<file path="src/rtl/rds_pkg.sv">
package rds_pkg;

    localparam int COMP_W     = 12;
    localparam int NUM_CH     = 3;
    localparam int FMT_W      = 3;
    localparam int ENC_W      = 2;
    localparam int NARROW_A   = 8;
    localparam int NARROW_B   = 10;
    localparam int BASE_DEPTH = 8;
    localparam int LIM_LO     = 16;
    localparam int LIM_HI_Y   = 235;
    localparam int LIM_HI_C   = 240;
    localparam int BASE_SHIFT = COMP_W - BASE_DEPTH;

    localparam logic [FMT_W-1:0] FMT_DEPTH8  = 3'd1;
    localparam logic [FMT_W-1:0] FMT_DEPTH10 = 3'd2;
    localparam logic [FMT_W-1:0] FMT_DEPTH12 = 3'd3;

    typedef logic [COMP_W-1:0] comp_t;
    typedef comp_t [NUM_CH-1:0] pix_t;

    typedef enum logic [ENC_W-1:0] {
        ENC_444 = 2'd0,
        ENC_422 = 2'd1,
        ENC_420 = 2'd2,
        ENC_RSV = 2'd3
    } enc_e;

    typedef struct packed {
        logic       valid;
        pix_t       px;
        logic       clamp_on;
        logic [1:0] depth;
        logic       ycbcr;
        enc_e       enc;
    } stage_t;

    // Keep the top `src` bits and fill the rest by repeating the top bits.
    function automatic comp_t widen(input comp_t v, input int src);
        comp_t r;
        r = v;
        for (int i = 0; i < COMP_W - src; i++) begin
            r[COMP_W-src-1-i] = v[COMP_W-1-i];
        end
        return r;
    endfunction

    function automatic logic clamp_active(input logic en, input logic [FMT_W-1:0] fmt);
        return en && (fmt == FMT_DEPTH8 || fmt == FMT_DEPTH10 || fmt == FMT_DEPTH12);
    endfunction

    // Depth index 0/1/2 stands for 8/10/12 bits.
    function automatic logic [1:0] depth_index(input logic [FMT_W-1:0] fmt);
        logic [1:0] r;
        r = fmt[1:0] - 2'd1;
        return r;
    endfunction

    function automatic comp_t limit_comp(input comp_t v, input logic [1:0] didx,
                                         input logic chroma);
        int unsigned scale;
        int unsigned sh;
        comp_t top;
        comp_t lo;
        comp_t hi;
        comp_t r;
        scale = 2 * int'(didx);
        sh    = BASE_SHIFT - scale;
        top   = v >> sh;
        lo    = comp_t'(LIM_LO) << scale;
        hi    = (chroma ? comp_t'(LIM_HI_C) : comp_t'(LIM_HI_Y)) << scale;
        if (top < lo)      r = lo << sh;
        else if (top > hi) r = hi << sh;
        else               r = v;
        return r;
    endfunction

endpackage

</file>
<file path="src/rtl/rds_widen_stage.sv">
module rds_widen_stage
    import rds_pkg::*;
(
    input  logic             clk,
    input  logic             rst,
    input  logic             in_valid,
    input  pix_t             px_i,
    input  logic             exp_en,
    input  logic             exp_mode,
    input  logic             clamp_en,
    input  logic [FMT_W-1:0] clamp_fmt,
    input  logic             ycbcr,
    input  enc_e             enc,
    output stage_t           s1_q
);

    pix_t px_w;

    always_comb begin
        for (int ch = 0; ch < NUM_CH; ch++) begin
            if (!exp_en)       px_w[ch] = px_i[ch];
            else if (exp_mode) px_w[ch] = widen(px_i[ch], NARROW_A);
            else               px_w[ch] = widen(px_i[ch], NARROW_B);
        end
    end

    always_ff @(posedge clk) begin
        if (rst) begin
            s1_q <= '0;
        end else begin
            s1_q.valid <= in_valid;
            if (in_valid) begin
                s1_q.px       <= px_w;
                s1_q.clamp_on <= clamp_active(clamp_en, clamp_fmt);
                s1_q.depth    <= depth_index(clamp_fmt);
                s1_q.ycbcr    <= ycbcr;
                s1_q.enc      <= enc;
            end
        end
    end

    p_accept_r2: assert property (@(posedge clk) disable iff (rst)
        in_valid |=> s1_q.valid);

    p_fullscale8_r3: assert property (@(posedge clk) disable iff (rst)
        in_valid && exp_en && exp_mode && (&px_i[0][COMP_W-1 -: NARROW_A])
        |=> (&s1_q.px[0]));

    p_fullscale10_r4: assert property (@(posedge clk) disable iff (rst)
        in_valid && exp_en && !exp_mode && (&px_i[0][COMP_W-1 -: NARROW_B])
        |=> (&s1_q.px[0]));

    p_no_widen_r5: assert property (@(posedge clk) disable iff (rst)
        in_valid && !exp_en |=> s1_q.px == $past(px_i));

endmodule

</file>
<file path="src/rtl/rds_limiter.sv">
module rds_limiter
    import rds_pkg::*;
#(
    parameter bit CHROMA_CAPABLE = 1'b0
) (
    input  comp_t      comp_i,
    input  logic       clamp_on,
    input  logic [1:0] depth,
    input  logic       ycbcr,
    output comp_t      comp_o
);

    logic use_chroma;

    assign use_chroma = CHROMA_CAPABLE && ycbcr;

    always_comb begin
        if (clamp_on) comp_o = limit_comp(comp_i, depth, use_chroma);
        else          comp_o = comp_i;
    end

endmodule

</file>
<file path="src/rtl/rds_packer.sv">
module rds_packer
    import rds_pkg::*;
(
    input  logic  clk,
    input  logic  rst,
    input  logic  s1_valid,
    input  enc_e  s1_enc,
    input  pix_t  px_i,
    output logic  out_valid,
    output comp_t out_c0,
    output comp_t out_c1,
    output comp_t out_c2,
    output enc_e  out_enc,
    output logic  out_csel
);

    logic  odd_q;
    comp_t cr_hold_q;

    always_ff @(posedge clk) begin
        if (rst) begin
            out_valid <= 1'b0;
            out_c0    <= '0;
            out_c1    <= '0;
            out_c2    <= '0;
            out_enc   <= ENC_444;
            out_csel  <= 1'b0;
            odd_q     <= 1'b0;
            cr_hold_q <= '0;
        end else begin
            out_valid <= s1_valid;
            if (s1_valid) begin
                out_c0  <= px_i[0];
                out_enc <= s1_enc;
                if (s1_enc == ENC_422) begin
                    out_c2 <= '0;
                    if (!odd_q) begin
                        out_c1    <= px_i[1];
                        cr_hold_q <= px_i[2];
                        out_csel  <= 1'b0;
                        odd_q     <= 1'b1;
                    end else begin
                        out_c1   <= cr_hold_q;
                        out_csel <= 1'b1;
                        odd_q    <= 1'b0;
                    end
                end else begin
                    out_c1   <= px_i[1];
                    out_c2   <= px_i[2];
                    out_csel <= 1'b0;
                    odd_q    <= 1'b0;
                end
            end
        end
    end

    p_forward_r2: assert property (@(posedge clk) disable iff (rst)
        s1_valid |=> out_valid);

    p_no_spurious_r2: assert property (@(posedge clk) disable iff (rst)
        !s1_valid |=> !out_valid);

    p_422_c2_zero_r10: assert property (@(posedge clk) disable iff (rst)
        s1_valid && s1_enc == ENC_422 |=> out_c2 == '0);

    p_422_odd_cr_r10: assert property (@(posedge clk) disable iff (rst)
        s1_valid && s1_enc == ENC_422 && odd_q |=> out_csel);

    p_phase_restart_r11: assert property (@(posedge clk) disable iff (rst)
        s1_valid && s1_enc != ENC_422 |=> !odd_q);

    p_parallel_sel_r12: assert property (@(posedge clk) disable iff (rst)
        out_valid && out_enc != ENC_422 |-> !out_csel);

endmodule

</file>
<file path="src/rtl/range_depth_stage.sv">
module range_depth_stage
    import rds_pkg::*;
(
    input  logic              clk,
    input  logic              rst,
    input  logic              in_valid,
    input  logic [COMP_W-1:0] in_c0,
    input  logic [COMP_W-1:0] in_c1,
    input  logic [COMP_W-1:0] in_c2,
    input  logic              cfg_exp_en,
    input  logic              cfg_exp_mode,
    input  logic              cfg_clamp_en,
    input  logic [FMT_W-1:0]  cfg_clamp_fmt,
    input  logic              cfg_ycbcr,
    input  logic [ENC_W-1:0]  cfg_enc,
    output logic              out_valid,
    output logic [COMP_W-1:0] out_c0,
    output logic [COMP_W-1:0] out_c1,
    output logic [COMP_W-1:0] out_c2,
    output logic [ENC_W-1:0]  out_enc,
    output logic              out_csel
);

    localparam comp_t FLOOR  = comp_t'(LIM_LO << BASE_SHIFT);
    localparam comp_t CEIL_Y = comp_t'((LIM_HI_Y + 1) << BASE_SHIFT);
    localparam comp_t CEIL_C = comp_t'((LIM_HI_C + 1) << BASE_SHIFT);

    pix_t   px_in;
    pix_t   lim_px;
    stage_t s1_q;
    enc_e   enc_out;

    assign px_in = {in_c2, in_c1, in_c0};

    rds_widen_stage u_widen (
        .clk       (clk),
        .rst       (rst),
        .in_valid  (in_valid),
        .px_i      (px_in),
        .exp_en    (cfg_exp_en),
        .exp_mode  (cfg_exp_mode),
        .clamp_en  (cfg_clamp_en),
        .clamp_fmt (cfg_clamp_fmt),
        .ycbcr     (cfg_ycbcr),
        .enc       (enc_e'(cfg_enc)),
        .s1_q      (s1_q)
    );

    for (genvar ch = 0; ch < NUM_CH; ch++) begin : g_lim
        rds_limiter #(.CHROMA_CAPABLE(ch != 0)) u_lim (
            .comp_i   (s1_q.px[ch]),
            .clamp_on (s1_q.clamp_on),
            .depth    (s1_q.depth),
            .ycbcr    (s1_q.ycbcr),
            .comp_o   (lim_px[ch])
        );
    end

    rds_packer u_pack (
        .clk       (clk),
        .rst       (rst),
        .s1_valid  (s1_q.valid),
        .s1_enc    (s1_q.enc),
        .px_i      (lim_px),
        .out_valid (out_valid),
        .out_c0    (out_c0),
        .out_c1    (out_c1),
        .out_c2    (out_c2),
        .out_enc   (enc_out),
        .out_csel  (out_csel)
    );

    assign out_enc = enc_out;

    p_luma_window_r6: assert property (@(posedge clk) disable iff (rst)
        s1_q.valid && s1_q.clamp_on |-> lim_px[0] >= FLOOR && lim_px[0] < CEIL_Y);

    p_chroma_window_r7: assert property (@(posedge clk) disable iff (rst)
        s1_q.valid && s1_q.clamp_on |-> lim_px[1] >= FLOOR && lim_px[1] < CEIL_C
                                     && lim_px[2] >= FLOOR && lim_px[2] < CEIL_C);

    p_bypass_r8: assert property (@(posedge clk) disable iff (rst)
        s1_q.valid && !s1_q.clamp_on |-> lim_px == s1_q.px);

endmodule

</file>
<file path="config.mk">
export PLATFORM = sky130hd
export DESIGN_NAME = range_depth_stage
export DESIGN_NICKNAME = d
export VERILOG_FILES = /design/src/rtl/rds_pkg.sv /design/src/rtl/rds_widen_stage.sv /design/src/rtl/rds_limiter.sv /design/src/rtl/rds_packer.sv /design/src/rtl/range_depth_stage.sv
export SDC_FILE = /design/constraint.sdc
export NUM_CORES = 1
export LEC_CHECK = 0
export BUFFER_PORTS_ARGS = -buffer_cell sky130_fd_sc_hd__buf_2
export CORE_ASPECT_RATIO = 1.75
export CORE_MARGIN = 4
export CORE_UTILIZATION = 25
export DETAILED_ROUTE_END_ITERATION = 7
export HOLD_SLACK_MARGIN = 0.06
export PLACE_DENSITY = 0.44
export SKIP_CTS_REPAIR_TIMING = 1
export SLEW_MARGIN = 0
export SYNTH_ARGS = -nofsm -noshare
export SYNTH_HDL_FRONTEND = slang
export SYNTH_HIERARCHICAL = 1
export SYNTH_SLANG_ARGS = --single-unit
</file>
<file path="constraint.sdc">
create_clock -name clk -period 4.7 [get_ports clk]
set_input_delay 0.94 -clock clk [delete_from_list [all_inputs] [get_ports clk]]
set_output_delay 0.94 -clock clk [all_outputs]
set_load 0.05 [all_outputs]
</file>
# After elaboration in Yosys (flattened, before gate mapping)
# Index checks and enable logic that the tools add are counted.
[word_totals] output_inout_bits=40 in_bits=48 ff_bits=96 elab_cells=65
[classes] magnitude_cmp=6 add_sub_neg=2 reduce_logical=4 n_eq_ne=4 muxes=23 shifts=9 bitwise_logic=1
[op_table] op="$mux W12" n=12
[op_table] op="$shl A12 B32 Y12" n=3
[op_table] op="$shr A12 B32 Y12" n=3
[op_table] op="$gt A12 B12 Y1" n=3
[op_table] op="$lt A12 B12 Y1" n=3
[op_table] op="$mux W4" n=6
[op_table] op="$shl A12 B3 Y12" n=1
[op_table] op="$shl A5 B3 Y12 const A" n=1
[op_table] op="$shl A8 B3 Y12 const A" n=1
[op_table] op="$eq A3 B2 Y1 const B" n=2
[op_table] op="$mux W5" n=1
[op_table] op="$mux W1" n=4
[op_table] op="$sub A3 B3 Y4 const A" n=1
[op_table] op="$eq A3 B1 Y1 const B" n=1
[op_table] op="$reduce_and A3 Y1" n=1
[op_table] op="$eq A2 B1 Y1 const B" n=1
[op_table] op="$logic_or A1 B1 Y1" n=2
[op_table] op="$sub A2 B1 Y2 const B" n=1
[op_table] op="$logic_and A1 B1 Y1" n=1
[op_table] op="$not A1 Y1" n=1

# Logic depth before layout (Yosys ltp)
# Gate-level depths: netlist of the first run.
[logic_depth] ltp_word=8 ltp_mapped=19 mapped_depth_nobuf=16

# Cells and area by module
# The synthesis of the first run kept the hierarchy.
[modules_own_cells] module="rds_limiter at g_lim[1].u_lim ..." cells_each=156 area_per_inst_um2=1206.2 instances=2 seq_area_each_um2=0.0
[modules_own_cells] module="rds_packer" cells_each=229 area_per_inst_um2=1999.4 instances=1 seq_area_each_um2=1061.0
[modules_own_cells] module="rds_widen_stage" cells_each=175 area_per_inst_um2=1896.8 instances=1 seq_area_each_um2=860.8
[modules_own_cells] module="rds_limiter at g_lim[0].u_lim" cells_each=119 area_per_inst_um2=973.4 instances=1 seq_area_each_um2=0.0

# Worst setup path before layout of the first run
# Ideal clock, no wire load.
[synth_path] kind="register -> register" start="reg u_widen/s1_q[4] (netlist name)" end="reg u_pack.out_c2[10]" period_less_slack_ps=4793 n_path_buf=4 arrival_ps=4661 path_slack_ps=-93 setup_ps=132 path_stages_with_launch=20 required_time_ps=4568 cell_sequence="dfxtp_1 clkbuf_1 inv_1 ha_1 buf_1 buf_1 mux2i_1 nor2_1 a31oi_1 nor2_1 ha_1 nand4_1 a2111oi_4 a221oi_2 a22oi_2 o21ai_2 buf_6 a221o_1 nand3_1 a21oi_1"
[synth_lines] element="end signal, assigned" line_no="rds_packer.sv:49" text="out_c2 <= px_i[2];"
[synth_lines] element="end, declared" line_no="rds_packer.sv:12" text="output comp_t out_c2,"

==> key figures, run 1 <==
Status
  – Status: finished clean

Worst hold path
  – Hold endpoint: u_pack/cr_hold_q[5]$_SDFFE_PP0P_
  – Hold Path Depth: 2
  – Worst Hold Class: flip-flop to flip-flop
  – Min-delay src: u_pack/cr_hold_q[5]$_SDFFE_PP0P_

Final layout
  – Fillcell total: 3,146
  – Most frequent cells in the layout: nor2_1, dfxtp_1, buf_2
  – Leading cell type in the layout, fill and taps excluded: nor2_1
  – Antenna cells: 0
  – Final core occ: 28.9%
  – Area occupied by multi-input gates: 4880 um^2
  – Final #Nets: 1,013
  – Layout cells sized above 1: 19.9%
  – Area grow syn2layout: 13.9%
  – Flip-flop and latch area: 1930 um^2

Critical path
  – Crit. End Element: flip-flop
  – R2R Path Start: u_widen/s1_q[4]$_SDFFE_PP0P_
  – Slowest CP cell: dfxtp_2
  – R2R Path End: u_pack/out_c0[6]$_SDFFE_PP0P_
  – Crit path launch type: flip-flop
  – Worst Path Max Fanout: 24
  – Worst Path Required: 4940 ps
  – Critical Path Most Common Cell: ha_1
  – Cells on worst reg2reg path: 14
  – CP max stage delay: approximately 630 ps
  – Critical path cell sequence: inv_1, ha_1, buf_4, mux4_2, and2_1, ha_1, o21a_1, o211ai_1, a21boi_1, o21ai_1, nor4_2, a221o_1, mux2i_1, nor2_1
  – CP Data Arrival Time: 4420 ps
  – CP Class: flip-flop to flip-flop
  – Reg2reg setup slack: between 500 and 600 ps

Floorplan
  – Row count: 82
  – Initial Utilization: 25.3%
  – Die H: 234 um
  – I/O pin cnt: 88
  – Die W: 137 um
  – Die ar.: 32,000 um^2
  – Core Box Area: 28,700 um^2

STA
  – Setup violators final: 0
  – Final Hold Violating Endpoints: 0
  – Total negative slack: 0 ps
  – Final worst path period need: approximately 4200 ps
  – RSZ-0062 raised after global routing: no
  – Share of the clock period used by the worst path: 88.9%
  – Worst slew pin tran: roughly 760 ps
  – Fin. max-slew vios: 0
  – Rel. slew slack: around half
  – Clk_skew: 10.9 ps
  – Peak Freq: 0.239 GHz

Clock network
  – H-Tree Depth: 3
  – Largest buffer count on any clock path: 2
  – Clock tree sinks: 96
  – Clock transition at path regs: roughly 80 ps
  – Total CTS buffers: 9
  – Clock Latency Late Sink: ~390 ps
  – Root Driver: clkbuf_16
  – CTS tree: yes

Placed design
  – Count of input and output buffers: just under 90
  – Gp weighted congestion: ~0.87
  – HPWL Detailed: around 18,000 um

Pwr
  – Lkg Pwr: 3.54 nW
  – VDD IR max: 0.184 mV
  – Int Pwr: around 1.5 mW
  – Sw Ratio: 36.6%
  – P_sw: 0.869 mW
  – Share of total power in sequential cells: 38.6%
  – Gate power share: between 20 and 30%
  – Pwr Density: between 200 and 300 nW/um^2
  – Clk pwr share: about a third

Drt
  – Violation count after the first detailed-route iteration: between 300 and 400
  – Vias per Instance: 4.98
  – Routed WL: 23,400 um
  – Antenna viol nets, final: 0
  – Via count: between 6k and 7k
  – DRC errors left: 0
  – Router iterations before antenna repair: 5
  – WL/cell: ~18 um

Synthesis
  – Synthesized flop and latch total: 96
  – Biggest area consumer among synthesized cells: dfxtp_1
  – Synth Cell Area: 7280 um^2
  – Yosys warns: 6
  – Syn Nets: between 900 and 1k
  – Gate Count Post-Synth: 835
  – Synth top area share: 26.4%
  – Synthesized area per cell: 8.72 um^2
  – Synth top area cells: dfxtp_1, ha_1, mux2i_1
  – Asr flop ratio synth: 0%
  – Share of the yosys chip area belonging to registers: between 20% and 30%
  – Top_reg_cell synth: dfxtp_1
  – Post-synth EDFFs: 0
  – Number of distinct library cells after synthesis: 77

Global route
  – First-pass GRT wire length: 36,200 um
  – Number of global-route vias before repair: 6,411
  – Largest net degree at the start of global routing: 63
  – Total GRT Usage: 14.8%
  – Remaining global-route overflow: 0
  – Initial antenna violation count: 1

Job
  – Max cap viols: 0
==> stage by stage <==
| stage | worst slack [ps] | hold slack (ps) | power [mW] | instances | area [um^2] |
|---|---|---|---|---|---|
| floorplan | 158 | 437 | 1.42 | 835 | 7280 |
| finish | 520 | 457 | 2.37 | 1277 | 8290 |
| global placement | 516 | 446 | 1.62 | 1261 | 7990 |
| global route | 171 | 469 | 2.50 | 1277 | 8290 |
| CTS | 463 | 461 | 2.41 | 1277 | 8290 |
| detailed placement | 470 | 448 | 1.62 | 1261 | 7990 |
==> registers in the layout, summed over array words and instances (netlist names) <==
register          count
u_pack/out_c2        12
u_pack/out_c1        12
u_pack/out_valid      1
u_pack/out_c0        12
u_pack/cr_hold_q     12
u_pack/out_enc        2
u_widen/s1_q         43
u_pack/out_csel       1
u_pack/odd_q          1
==> critical path: cells and delay by family (launching register included) <==
| kind | cells | cell delay, ps |
|---|---|---|
| AO/OA/AOI/OAI | 5 | 1100 |
| adder cells (fa/ha/maj) | 2 | 870 |
| flip-flops | 1 | 630 |
| multiplexers | 2 | 620 |
| buffers and inverters | 2 | 460 |
| AND/OR/NAND/NOR | 3 | 360 |
==> how the worst max path moves through the flow <==
stage,slack (ps),end,from,depth (start not counted)
floorplan,160,u_pack/out_c2[10]$_SDFFE_PP0P_,u_widen/s1_q[4]$_SDFFE_PP0P_,19
global placement,520,u_pack/out_c0[6]$_SDFFE_PP0P_,u_widen/s1_q[4]$_SDFFE_PP0P_,14
detailed placement,470,u_pack/out_c0[6]$_SDFFE_PP0P_,u_widen/s1_q[4]$_SDFFE_PP0P_,14
CTS,460,u_pack/out_c0[6]$_SDFFE_PP0P_,u_widen/s1_q[4]$_SDFFE_PP0P_,14
global route,170,u_pack/out_c2[10]$_SDFFE_PP0P_,u_widen/s1_q[4]$_SDFFE_PP0P_,15
finish,520,u_pack/out_c0[6]$_SDFFE_PP0P_,u_widen/s1_q[4]$_SDFFE_PP0P_,14
==> routing by layer <==
| layer | GRT usage (%) | wire length, um |
|---|---|---|
| met3 | 1.80 | 701 |
| met1 | 16.1 | 9160 |
| met4 | 8.15 | 1150 |
| met5 | 0 | 0 |
| met2 | 27.3 | 12400 |
==> cells in the mapped netlist, types with 4 or more instances <==
cell / instances
nand3_1: 28
a211oi_1: 11
a221o_1: 12
xor2_1: 4
or2_2: 4
a311oi_2: 5
and2_1: 17
and3_1: 5
or3_1: 5
dfxtp_1: 96
a21o_2: 4
clkbuf_1: 18
ha_1: 71
nand4_1: 4
o21ai_0: 7
o21ai_1: 6
nand4bb_1: 6
a31oi_1: 11
a22o_2: 6
nor2b_1: 11
a21o_1: 8
o21bai_1: 5
a21boi_0: 4
a21oi_1: 38
inv_1: 35
o221ai_1: 8
buf_2: 21
nor3_1: 6
buf_6: 10
nand2b_1: 26
buf_1: 4
a311oi_1: 13
mux4_2: 11
nor2_1: 102
nand2_1: 70
mux2i_1: 67
a22o_1: 4
==> power by group through the flow <==
stage	clock, mW	combinational, mW	sequential (mW)
after floorplan	0	0.472	0.947
after global placement	0	0.679	0.937
after detailed placement	0	0.678	0.937
after CTS	0.807	0.681	0.918
after global routing	0.826	0.750	0.923
final	0.780	0.677	0.916
==> kinds of logic after synthesis <==
group	share of synthesized area, %
and+or+nand+nor	21.2
AOI/OAI and AO/OA	19.8
DFF	26.4
buffers and inverters	6.65
muxes	13.1
adders and majority gates	12.2
xor gates and xnor gates	0.722
==> area by class of cell <==
class                      instances  share of cell area (%)
clock inverter                     7                   0.981
multi-input combinational        645                    58.8
tap                              378                    5.70
timing repair buffer             105                    6.91
sequential                        96                    23.2
clock buffer                       9                    2.72
inverter                          37                    1.67
Power figures use the tool's default switching activity.
==> run 2, diff against run 1 <==
--- a/config.mk
+++ b/config.mk
@@ -9,9 +9,10 @@
 export CORE_ASPECT_RATIO = 1.75
 export CORE_MARGIN = 4
 export CORE_UTILIZATION = 25
+export CTS_BUF_LIST = sky130_fd_sc_hd__clkbuf_4 sky130_fd_sc_hd__clkbuf_8
 export DETAILED_ROUTE_END_ITERATION = 7
 export HOLD_SLACK_MARGIN = 0.06
-export PLACE_DENSITY = 0.44
+export PLACE_DENSITY = 0.43
 export SKIP_CTS_REPAIR_TIMING = 1
 export SLEW_MARGIN = 0
 export SYNTH_ARGS = -nofsm -noshare
==> constraint.sdc (replaced) <==
create_clock -name clk -period 4.5 [get_ports clk]
set_input_delay 0.9 -clock clk [delete_from_list [all_inputs] [get_ports clk]]
set_output_delay 0.9 -clock clk [all_outputs]
set_load 0.05 [all_outputs]
==> run 2 against run 1 <==
Effect of this change: critical path depth unchanged; cell area down 1.2%; power down 4.1%; sequential share of layout area is 0.28 points higher; setup slack got worse by 140 ps; die area unchanged; sequential power up 3.9%; combinational power grew 5.5%; fmax rose by 1.4%; clock skew rose by 2.1 ps; first-iteration DRC count down 2.1%; largest power group unchanged.
==> key figures, run 2 (synthesized netlist as in run 1, its figures left out) <==
Job
  – Max cap viols: 0 (unchanged)

Global route
  – Remaining global-route overflow: 0 (unchanged)
  – GR met1 Demand/Resource: 17.2% (was 16.1%)
  – Met2 Use GR: 27.6% (was 27.3%)
  – Grt met3 use: 2.47% (was 1.80%)
  – Initial antenna violation count: 0 (was 1)
  – First-pass GRT wire length: 36,900 um (was 36,200 um)
  – Busiest grt layer: met2 (unchanged)
  – Largest net degree at the start of global routing: 55 (was 63)
  – Number of global-route vias before repair: 6,356 (was 6,411)
  – Total GRT Usage: 15.1% (was 14.8%)

STA
  – Worst hold slack: 463 ps (was 457 ps)
  – Setup violators final: 0 (unchanged)
  – Final Hold Violating Endpoints: 0 (unchanged)
  – Setup slack after layout: 379 ps (was 520 ps)
  – Share of the clock period used by the worst path: 91.6% (was 88.9%)
  – Final worst path period need: 4120 ps (was 4180 ps)
  – Total negative slack: 0 ps (unchanged)
  – Clk_skew: 13.0 ps (was 10.9 ps)
  – RSZ-0062 raised after global routing: no (unchanged)
  – Worst slew pin tran: 807 ps (was 760 ps)
  – Peak Freq: 0.243 GHz (was 0.239 GHz)
  – Rel. slew slack: 46.1% (was 49.3%)
  – Fin. max-slew vios: 0 (unchanged)

Pwr
  – VDD IR max: 0.148 mV (was 0.184 mV)
  – Lkg Pwr: 3.50 nW (was 3.54 nW)
  – Pwr Density: 278 nW/um^2 (was 286 nW/um^2)
  – Total power: 2.27 mW (was 2.37 mW)

Final layout
  – Final #Nets: 1,014 (was 1,013)
  – Leading cell type in the layout, fill and taps excluded: nor2_1 (unchanged)
  – Largest reg by FF count: u_widen/s1_q (unchanged)
  – Flip-flop count of the largest register after layout: 43 (unchanged)
  – Layout cells sized above 1: 20.0% (was 19.9%)
  – Final core occ: 28.5% (was 28.9%)
  – Fillcell total: 3,197 (was 3,146)
  – Most frequent cells in the layout: nor2_1, dfxtp_1, buf_2 (unchanged)
  – Area grow syn2layout: 12.5% (was 13.9%)

Floorplan
  – I/O pin cnt: 88 (unchanged)
  – Core Box Area: 28,700 um^2 (unchanged)
  – Die H: 234 um (unchanged)
  – Die ar.: 32,000 um^2 (unchanged)
  – Die W: 137 um (unchanged)
  – Row count: 82 (unchanged)
  – Initial Utilization: 25.3% (unchanged)

Drt
  – Router iterations before antenna repair: 6 (was 5)
  – Vias per Instance: 4.94 (was 4.98)
  – Routed WL: 23,700 um (was 23,400 um)
  – Antenna viol nets, final: 0 (unchanged)
  – Violation count after the first detailed-route iteration: 320 (was 327)
  – Via count: 6,317 (was 6,361)
  – DRC errors left: 0 (unchanged)
  – WL/cell: 18.5 um (was 18.4 um)

Clock network
  – CTS tree: yes (unchanged)
  – H-Tree Depth: 3 (unchanged)
  – Clock Latency Late Sink: 420 ps (was 390 ps)
  – Clock tree sinks: 96 (unchanged)
  – Total CTS buffers: 9 (unchanged)
  – Largest buffer count on any clock path: 2 (unchanged)
  – Root Driver: clkbuf_8 (was clkbuf_16)
  – Clock transition at path regs: 110 ps (was 80 ps)

Placed design
  – Pre-CTS setup slack: 434 ps (was 470 ps)
  – Count of input and output buffers: 87 (unchanged)
  – HPWL Detailed: 18,100 um (was 18,000 um)
  – Gp weighted congestion: 0.863 (was 0.866)

Status
  – Status: finished clean (unchanged)

Worst hold path
  – Worst Hold Class: flip-flop to flip-flop (unchanged)
  – Hold Path Depth: 2 (unchanged)

Critical path
  – Reg2reg setup slack: 380 ps (was 520 ps)
  – CP Data Arrival Time: 4480 ps (was 4420 ps)
  – Cells on worst reg2reg path: 14 (unchanged)
  – Crit. End Element: flip-flop (unchanged)
  – CP Class: flip-flop to flip-flop (unchanged)
  – Worst Path Max Fanout: 13 (was 24)
  – Worst Path Required: 4860 ps (was 4940 ps)
  – Crit path launch type: flip-flop (unchanged)
[run 2: changes by cell type in the layout (fill, tap and decap cells not counted)]
cell | before | now
buf_4 | 19 | 20
clkbuf_8 | 0 | 9
clkbuf_16 | 9 | 0
clkinv_8 | 2 | 1
diode_2 | 0 | 1
inv_8 | 2 | 3
clkinvlp_4 | 0 | 1
clkinv_4 | 2 | 1
[run 2: metrics by stage]
stage,cell area [um^2],std cells
after floorplan,7290,835
after global placement,7990,1262
after detailed placement,7990,1262
after CTS,8190,1278
after global routing,8190,1278
final,8200,1279
[run 2: per-layer routing]
layer  vias to the layer above  share of wire [%]
li1                       3146                  -
met1                      3008                 41
met2                       125                 53
met3                        38                3.3
met4                         0                2.9
met5                         -                  0
[run 2: power by group]
part | leakage (nW) | switching (mW) | internal (mW)
Sequential | 0.787 | 0.0629 | 0.889
Combinational | 2.61 | 0.427 | 0.287
Clock | 0.0986 | 0.388 | 0.220
Total | 3.50 | 0.878 | 1.40
[run 2: worst paths after layout]
path | startpoint | to
hold / removal | u_pack/cr_hold_q[8]$_SDFFE_PP0P_ | u_pack/cr_hold_q[8]$_SDFFE_PP0P_
hold reg to reg | u_pack/cr_hold_q[8]$_SDFFE_PP0P_ | u_pack/cr_hold_q[8]$_SDFFE_PP0P_
setup / recovery | u_widen/s1_q[4]$_SDFFE_PP0P_ | u_pack/out_c2[6]$_SDFFE_PP0P_
setup reg to reg | u_widen/s1_q[4]$_SDFFE_PP0P_ | u_pack/out_c2[6]$_SDFFE_PP0P_
[run 2: cell type report]
type	instances	area (um^2)	share of cell area [%]
Antenna cell	1	2.50	0.0305
Clock buffer	9	124	1.51
Clock inverter	7	75.1	0.916
Inverter	37	139	1.69
Multi-Input combinational cell	645	4880	59.5
Sequential cell	96	1930	23.5
Tap cell	378	473	5.77
Timing Repair Buffer	106	581	7.08
[run 2: worst max-delay path: stages, from the launching register on]
cell,delay (ps)
dfxtp_2,500
inv_1,170
ha_1,560
buf_4,240
mux2i_1,290
o22ai_1,160
ha_1,330
a21oi_1,160
nor2_1,50
o311ai_0,450
a22oi_2,190
o21ai_2,400
a221o_1,320
nand3_1,100
a21oi_1,140
